[src/rtl/ecc_stat_pkg.sv]
package ecc_stat_pkg;

    localparam int WORD_W  = 32;
    localparam int FIELD_W = 15;

    typedef struct packed {
        logic               rsv_hi;
        logic [FIELD_W-1:0] dbl;
        logic               rsv_lo;
        logic [FIELD_W-1:0] sgl;
    } stat_word_t;

    typedef struct packed {
        logic sgl;
        logic dbl;
    } clr_req_t;

    function automatic clr_req_t decode_clear(input logic [WORD_W-1:0] wd);
        clr_req_t r;
        r.sgl = |wd[FIELD_W-1:0];
        r.dbl = |wd[FIELD_W+FIELD_W:FIELD_W+1];
        return r;
    endfunction

endpackage

[src/rtl/ecc_sat_cnt.sv]
module ecc_sat_cnt #(
    parameter int W = 15
) (
    input  logic         clk,
    input  logic         rst,
    input  logic         inc,
    input  logic         clr,
    output logic [W-1:0] count,
    output logic         ovf
);
    localparam logic [W-1:0] FULL = {W{1'b1}};

    logic at_full;
    assign at_full = (count == FULL);

    always_ff @(posedge clk) begin
        if (rst || clr) begin
            count <= '0;
            ovf   <= 1'b0;
        end else if (inc) begin
            if (at_full) ovf   <= 1'b1;
            else         count <= count + 1'b1;
        end
    end

    AST_SAT_HOLD: assert property (@(posedge clk) disable iff (rst)
        (at_full && !clr) |=> (count == FULL));
    AST_OVF_ON_FULL: assert property (@(posedge clk) disable iff (rst)
        (at_full && inc && !clr) |=> ovf);
    AST_OVF_STICKY: assert property (@(posedge clk) disable iff (rst)
        (ovf && !clr) |=> ovf);
    AST_CLR_WINS: assert property (@(posedge clk) disable iff (rst)
        clr |=> (count == '0 && !ovf));
    AST_STEP_ONE: assert property (@(posedge clk) disable iff (rst)
        (inc && !at_full && !clr) |=> (count == $past(count) + 1'b1));
endmodule

[src/rtl/ecc_chan.sv]
module ecc_chan
    import ecc_stat_pkg::*;
#(
    parameter int W = 15
) (
    input  logic       clk,
    input  logic       rst,
    input  logic       sgl_err,
    input  logic       dbl_err,
    input  clr_req_t   clr,
    output stat_word_t word,
    output logic       sgl_ovf,
    output logic       dbl_ovf
);
    logic [W-1:0] sgl_cnt, dbl_cnt;

    ecc_sat_cnt #(.W(W)) u_sgl (
        .clk(clk), .rst(rst), .inc(sgl_err), .clr(clr.sgl),
        .count(sgl_cnt), .ovf(sgl_ovf)
    );

    ecc_sat_cnt #(.W(W)) u_dbl (
        .clk(clk), .rst(rst), .inc(dbl_err), .clr(clr.dbl),
        .count(dbl_cnt), .ovf(dbl_ovf)
    );

    always_comb begin
        word        = '0;
        word.sgl    = FIELD_W'(sgl_cnt);
        word.dbl    = FIELD_W'(dbl_cnt);
    end
endmodule

[src/rtl/ecc_err_stat.sv]
module ecc_err_stat
    import ecc_stat_pkg::*;
#(
    parameter int              CNT_W    = 15,
    parameter int              ADDR_W   = 16,
    parameter logic [ADDR_W-1:0] CH0_ADDR = 16'h0560,
    parameter logic [ADDR_W-1:0] CH1_ADDR = 16'h0860
) (
    input  logic              clk,
    input  logic              rst,
    input  logic [1:0]        sbe_pulse,
    input  logic [1:0]        dbe_pulse,
    input  logic [ADDR_W-1:0] bus_addr,
    input  logic              bus_rd,
    input  logic              bus_wr,
    input  logic [31:0]       bus_wdata,
    output logic [31:0]       bus_rdata,
    output logic [1:0]        sbe_ovf,
    output logic [1:0]        dbe_ovf
);
    localparam int NCH = 2;

    stat_word_t        words [NCH];
    logic [NCH-1:0]    hit;
    clr_req_t          wr_clr;
    logic              unused_rsv;

    assign wr_clr     = decode_clear(bus_wdata);
    assign unused_rsv = ^{bus_wdata[15], bus_wdata[31]};

    for (genvar ch = 0; ch < NCH; ch++) begin : g_ch
        localparam logic [ADDR_W-1:0] BASE = (ch == 0) ? CH0_ADDR : CH1_ADDR;
        clr_req_t ch_clr;

        assign hit[ch]    = (bus_addr == BASE);
        assign ch_clr.sgl = bus_wr && hit[ch] && wr_clr.sgl;
        assign ch_clr.dbl = bus_wr && hit[ch] && wr_clr.dbl;

        ecc_chan #(.W(CNT_W)) u_chan (
            .clk(clk), .rst(rst),
            .sgl_err(sbe_pulse[ch]), .dbl_err(dbe_pulse[ch]),
            .clr(ch_clr), .word(words[ch]),
            .sgl_ovf(sbe_ovf[ch]), .dbl_ovf(dbe_ovf[ch])
        );
    end

    always_ff @(posedge clk) begin
        if (rst) begin
            bus_rdata <= '0;
        end else begin
            bus_rdata <= '0;
            if (bus_rd) begin
                for (int i = 0; i < NCH; i++)
                    if (hit[i]) bus_rdata <= words[i];
            end
        end
    end

    AST_RSVD_ZERO: assert property (@(posedge clk) disable iff (rst)
        (bus_rdata[15] == 1'b0 && bus_rdata[31] == 1'b0));
    AST_UNMAPPED_READ: assert property (@(posedge clk) disable iff (rst)
        (bus_rd && hit == '0) |=> (bus_rdata == '0));
    AST_IDLE_RDATA: assert property (@(posedge clk) disable iff (rst)
        !bus_rd |=> (bus_rdata == '0));
    AST_SINGLE_HIT: assert property (@(posedge clk) disable iff (rst)
        $onehot0(hit));
endmodule

[config.mk]
export PLATFORM = sky130hd
export DESIGN_NAME = ecc_err_stat
export DESIGN_NICKNAME = d
export VERILOG_FILES = /design/src/rtl/ecc_stat_pkg.sv /design/src/rtl/ecc_sat_cnt.sv /design/src/rtl/ecc_chan.sv /design/src/rtl/ecc_err_stat.sv
export SDC_FILE = /design/constraint.sdc
export NUM_CORES = 1
export LEC_CHECK = 0
export BUFFER_PORTS_ARGS = -buffer_cell sky130_fd_sc_hd__buf_2
export CAP_MARGIN = 20
export CORE_ASPECT_RATIO = 0.7
export CORE_MARGIN = 10
export CORE_UTILIZATION = 50
export DETAILED_ROUTE_END_ITERATION = 8
export GPL_TIMING_DRIVEN = 1
export MAX_ROUTING_LAYER = met4
export PLACE_DENSITY = 0.74
export SLEW_MARGIN = 10
export SYNTH_ARGS = -nofsm -noshare
export SYNTH_HDL_FRONTEND = slang
export SYNTH_SLANG_ARGS = --single-unit
[constraint.sdc]
create_clock -name clk -period 2.64 [get_ports clk]
set_input_delay 0.528 -clock clk [delete_from_list [all_inputs] [get_ports clk]]
set_output_delay 0.528 -clock clk [all_outputs]
set_load 0.05 [all_outputs]
* After elaboration in Yosys (flattened, before gate mapping)
Index checks and enable logic that the tools add are counted.
** Storage, ports and cells
- Register bits after elaboration :: 96
- Bits of input ports :: 56
- Output and inout port bits :: 36
** Cells by class
- Add/subtract/negate cells :: 4
- Equality and inequality tests :: 6
- Muxes and demuxes :: 2
- Bitwise gates (word level) :: 5
- Reduce and logical (&&, ||, !) cells :: 22
** Operators with widths (count)
- 31-bit 2-to-1 mux :: 2
- 15-bit by 1-bit adder with 15-bit output, second input constant :: 4
- 15-bit equality test, second input constant :: 4
- 15-bit OR reduction :: 2
- 16-bit by 11-bit equality test with 1-bit output, second input constant :: 1
- 16-bit by 12-bit equality test with 1-bit output, second input constant :: 1
- 2-bit AND reduction :: 8
- 1-bit logical AND :: 6
- 1-bit NOT :: 5
- 1-bit logical OR :: 4
- 3-bit OR reduction :: 1
- 2-bit OR reduction :: 1

* Depth between registers and ports, before layout
- Depth after elaboration :: 4
- Gate-level depth with buffers :: 6
- Mapped depth without buffers :: 5

* Hierarchy
Synthesis repeated with hierarchy kept, for this count alone.
** Unflattened totals
- Cells, all modules :: 511
- Area, all modules :: 4579.4 µm²
** By module, submodules not included
- ecc_sat_cnt :: times used 4, cells an instance 94, area each 810.8 µm², sequential area each 320.3 µm²
- ecc_err_stat :: times used 1, cells an instance 129, area each 1298.7 µm², sequential area each 640.6 µm²
- ecc_chan :: times used 2, cells an instance 3, area each 18.8 µm², sequential area each 0.0 µm²

* Least setup slack after synthesis
OpenSTA, ideal clock, no wires.
- Path type :: input to register
- Start point :: input port bus_addr[7]
- End point :: register bus_rdata[0]
- Setup time :: 70 ps
- Data arrival time :: 1641 ps
- Required time :: 2570 ps
- Setup slack :: 929 ps
- Stages :: 6
- Cells stage by stage :: nor4b_1 -> and4_1 -> buf_2 -> buf_1 -> nand3_1 -> a21oi_1
** On the way
- Cells in the longest elaborated chain, start to end :: 3
- Elaborated cells between the ends (all ways) :: 4
- Those cells by class :: eq/ne (2); mux (2)
** RTL lines
- from (decl) :: line ecc_err_stat.sv:13 : input logic [ADDR_W-1:0] bus_addr,
- 16-bit by 11-bit equality test with 1-bit output :: line ecc_err_stat.sv:35 : assign hit[ch] = (bus_addr == BASE);
- 31-bit 2-to-1 mux :: line ecc_err_stat.sv:54 : if (hit[i]) bus_rdata <= words[i];
- 31-bit 2-to-1 mux (*) :: line ecc_err_stat.sv:54
- to (signal assigned) :: line ecc_err_stat.sv:54
- to (decl) :: line ecc_err_stat.sv:17 : output logic [31:0] bus_rdata,
Every way passes the cells marked *; elsewhere a longest branch is shown, timed or not.
A chain may end at the register's enable or synchronous reset.

* Worst setup path after layout
- Start point :: register g_ch[1].u_chan.u_dbl.count[0]
- End point :: register g_ch[1].u_chan.u_dbl.count[10]
** On the way
- Cells in the longest elaborated chain, start to end :: 3
- Elaborated cells between the ends (all ways) :: 4
- Those cells by class :: add/sub (1); eq/ne (1); bitwise (1); reduce/logical (1)
** RTL lines
- from (decl) :: line ecc_sat_cnt.sv:8 : output logic [W-1:0] count,
- from (signal assigned) :: line ecc_sat_cnt.sv:22 : else count <= count + 1'b1;
- branches (longest 3 deep; another with 15-bit by 1-bit adder with 15-bit output)
Parallel ways; which one is timed is not known.

==> run_results.csv <==
group,metric,value,unit
status,status,"completed",
critical_path,path_cells,"ha_1 > nand4_1 > a2111oi_0 > xnor2_1 > nor2_1",
critical_path,critPathKind,"reg2reg",
routing,drtIter0Drc,535,
clock_network,clk_latency,0.35,ns
pwr,p_sw_share,21.3,%
yosys,ys_types,53,
sta,setup_viol,0,
grt,grt_pass1_wl,20400,µm
yosys,syn-mean-instance-area,8.32,µm²
pwr,clock_power_share,48.0,%
pwr,p_int,0.00240,W
sta,final_hold_viol_count,0,
die,die-area,13300,µm²
grt,globalRouteTotalUtil,18.7,%
routing,drt-vias-per-instance,6.07,
yosys,synth_fa_ha_area_share,1.10,%
routing,remaining_drc_errors,0,
routing,post_drt_wl_per_cell,16.7,µm
sta,timing.final.crit_share,72.1,%
sta,tns,0,ns
layout,multiInputGateArea,2460,µm²
pwr,p_leak,1.90,nW
sta,skew,0.00504,ns
die,std_cell_rows,28,
layout,drive_gt1_share,22.3,%
routing,dr.pass1.iters,7,
critical_path,critPathLaunchType,"flip-flop",
critical_path,cpPeakStageDelay,0.61,ns
clock_network,post-cts-setup-buffers,0,
critical_path,cp-end-kind,"flip-flop",
routing,routed_wl,12400,µm
grt,antenna_found_initial,0,
yosys,async_flop_share,0,%
yosys,ys_warn_count,0,
die,core,8650,µm²
yosys,yosys_register_bits,94,
layout,mostFrequentLayoutCells,"dfxtp_1 (94), buf_2 (87), nand3_1 (80), a21oi_1 (68), nor2_1 (43)",
pwr,power_frac_comb,4.5,%
critical_path,cp_slowest_cell,"a2111oi_0",
sta,max_freq,0.525,GHz
die,pin_count,92,
layout,fin_nets,677,
place,dp.cells,726,
yosys,yosysSeqAreaShare,41.5,%
clock_network,clockBufferDepth,2,
pwr,irDropWorstVdd,274,µV
critical_path,path_delay_family,"compound AO/OA/AOI/OAI gates",
sta,slew_headroom,41.8,%
yosys,synth_compound_area_share,17.1,%
critical_path,cp_num_buf_inv,0,
yosys,netlist_instances,545,
clock_network,clockRootBuffer,"clkbuf_16",
clock_network,cts_hold_buffers,0,
grt,grt_max_degree,31,
layout,stdcell_count,742,
place,numPortBuffers,87,
layout,antennaDiodeCount,0,
sta,timing.hold.ws,0.473,ns
yosys,synth_xor_area_share,0.773,%
place,dp_hpwl,9290,µm
yosys,synth_area_leaders,"dfxtp_1 (42%), nand3_1 (8.8%), a21oi_1 (7.5%)",
critical_path,cp_max_fo,7,
die,die_h,99.7,µm
sta,grt_setup_unrepaired,"no",
layout,fillers,778,
run,maxCapViolCount,0,
clock_network,htree_levels,3,
pwr,power_density,568,nW/µm²
clock_network,cts_inserted_buffers,9,
clock_network,clock_sinks,94,
grt,first_global_vias,4205,
min_path,worstHoldPathType,"reg2reg",
yosys,synth_flop_cell,"dfxtp_1",
clock_network,ctsResizeCount,0,
critical_path,reg2reg_setup_slack,0.74,ns
yosys,synthSimpleGateAreaFrac,33.8,%
yosys,synth_edf_count,0,
critical_path,cp.required,2.87,ns
sta,max_slew.worst_pin.slew,0.873,ns
routing,route.vias.total,4503,
clock_network,cts.clk_slew.worst_paths,0.07,ns
grt,grt_overflow_total,0,
yosys,synth_area_leader_cell,"dfxtp_1",
place,routabilityCongestion,0.903,
yosys,synth_top_family_by_area,"simple AND/OR/NAND/NOR gates",
yosys,netlist_area,4530,µm²
sta,final.min_clock_period,1.90,ns
pwr,seq_power_share,47.5,%
sta,slew_viol_final,0,
layout,seq_area,1880,µm²
layout,final_common_cell,"dfxtp_1",
yosys,synth.top_cell.area_share,41.5,%
die,initial_core_util,52.4,%
clock_network,cts_tree,"built",
critical_path,cp.arrival,2.13,ns
pwr,power,0.00305,W
routing,ant_nets,0,
pwr,switching_power,0.000648,W
layout,area_growth,18.4,%
yosys,synth.area.mux_share,1.10,%
die,die_w,134,µm
[cell families (layout without fill, tap and decap cells)]
group | Yosys count | in the layout
and+or+nand+nor | 271 | 271
adders and majority gates | 4 | 4
muxes | 5 | 5
xor gates and xnor gates | 4 | 4
buffers and inverters | 42 | 118
DFF | 94 | 94
other | 1 | 2
AOI/OAI and AO/OA | 124 | 124
[final cells by class]
type                            count  area share, %
Clock buffer                       12           4.97
Timing Repair Buffer               95           9.46
Tap cell                          120           2.80
Sequential cell                    94           35.1
Clock inverter                      4           1.45
Multi-Input combinational cell    410           45.8
Inverter                            7          0.490
[cell usage after synthesis, types with 4 or more instances]
library cell,count
a211oi_1,8
a21oi_1,68
a31o_2,4
a41oi_1,4
and3_1,6
and4_1,12
buf_1,4
buf_2,7
buf_4,8
clkbuf_1,12
dfxtp_1,94
ha_1,4
inv_1,7
mux2i_1,5
nand2_1,29
nand3_1,80
nand4_1,14
nand4_2,5
nor2_1,44
nor3_1,20
nor3b_1,5
nor4_1,10
o21ai_0,14
o31ai_1,15
o41ai_2,4
or3_1,14
or4_1,11
[path summary, 6_finish.rpt]
path	from	end	depth (start not counted)
setup / recovery	g_ch[1].u_chan.u_dbl.count[0]$_SDFFE_PP0P_	g_ch[1].u_chan.u_dbl.count[10]$_SDFFE_PP0P_	5
setup reg to reg	g_ch[1].u_chan.u_dbl.count[0]$_SDFFE_PP0P_	g_ch[1].u_chan.u_dbl.count[10]$_SDFFE_PP0P_	5
hold reg to reg	g_ch[1].u_chan.u_sgl.ovf$_SDFFE_PP0P_	g_ch[1].u_chan.u_sgl.ovf$_SDFFE_PP0P_	2
hold / removal	g_ch[1].u_chan.u_sgl.ovf$_SDFFE_PP0P_	g_ch[1].u_chan.u_sgl.ovf$_SDFFE_PP0P_	2
[through the flow]
step / setup WS (ns) / instance area, µm² / util [%]
floorplan: 0.929 / 4540 / -
global placement: 0.563 / 5020 / 58.1
detailed placement: 0.517 / 5020 / 58.1
CTS: 0.771 / 5370 / 62.0
global route: 0.575 / 5370 / 62.0
finish: 0.737 / 5370 / 62.0
[metal layers]
metal | global-route usage, % | share of wire (%)
met2 | 28.1 | 45
met5 | - | 0
met4 | 3.50 | 0.76
met1 | 24.5 | 47
met3 | 5.53 | 7.1
[power groups by stage]
stage | Clock (W) | Sequential (W) | Combinational, W
2_1_floorplan | 0 | 0.00147 | 0.0000778
3_3_place_gp | 0 | 0.00148 | 0.000131
3_5_place_dp | 0 | 0.00148 | 0.000136
4_1_cts | 0.00148 | 0.00145 | 0.000137
5_1_grt | 0.00154 | 0.00145 | 0.000153
6_report | 0.00146 | 0.00145 | 0.000137
[worst min-delay path: cells and delay by family (launching register included)]
family / cells / cell delay [ns]
AO/OA/AOI/OAI: 1 / 0.04
flip-flops: 1 / 0.32
AND/OR/NAND/NOR: 1 / 0.07
[state kept, by name (all words and copies together), names as in the netlist]
name,cells
g_ch.u_chan.u_sgl.ovf,2
bus_rdata,30
g_ch.u_chan.u_sgl.count,30
g_ch.u_chan.u_dbl.count,30
g_ch.u_chan.u_dbl.ovf,2
No activity file was read; power rests on OpenSTA's default activity.
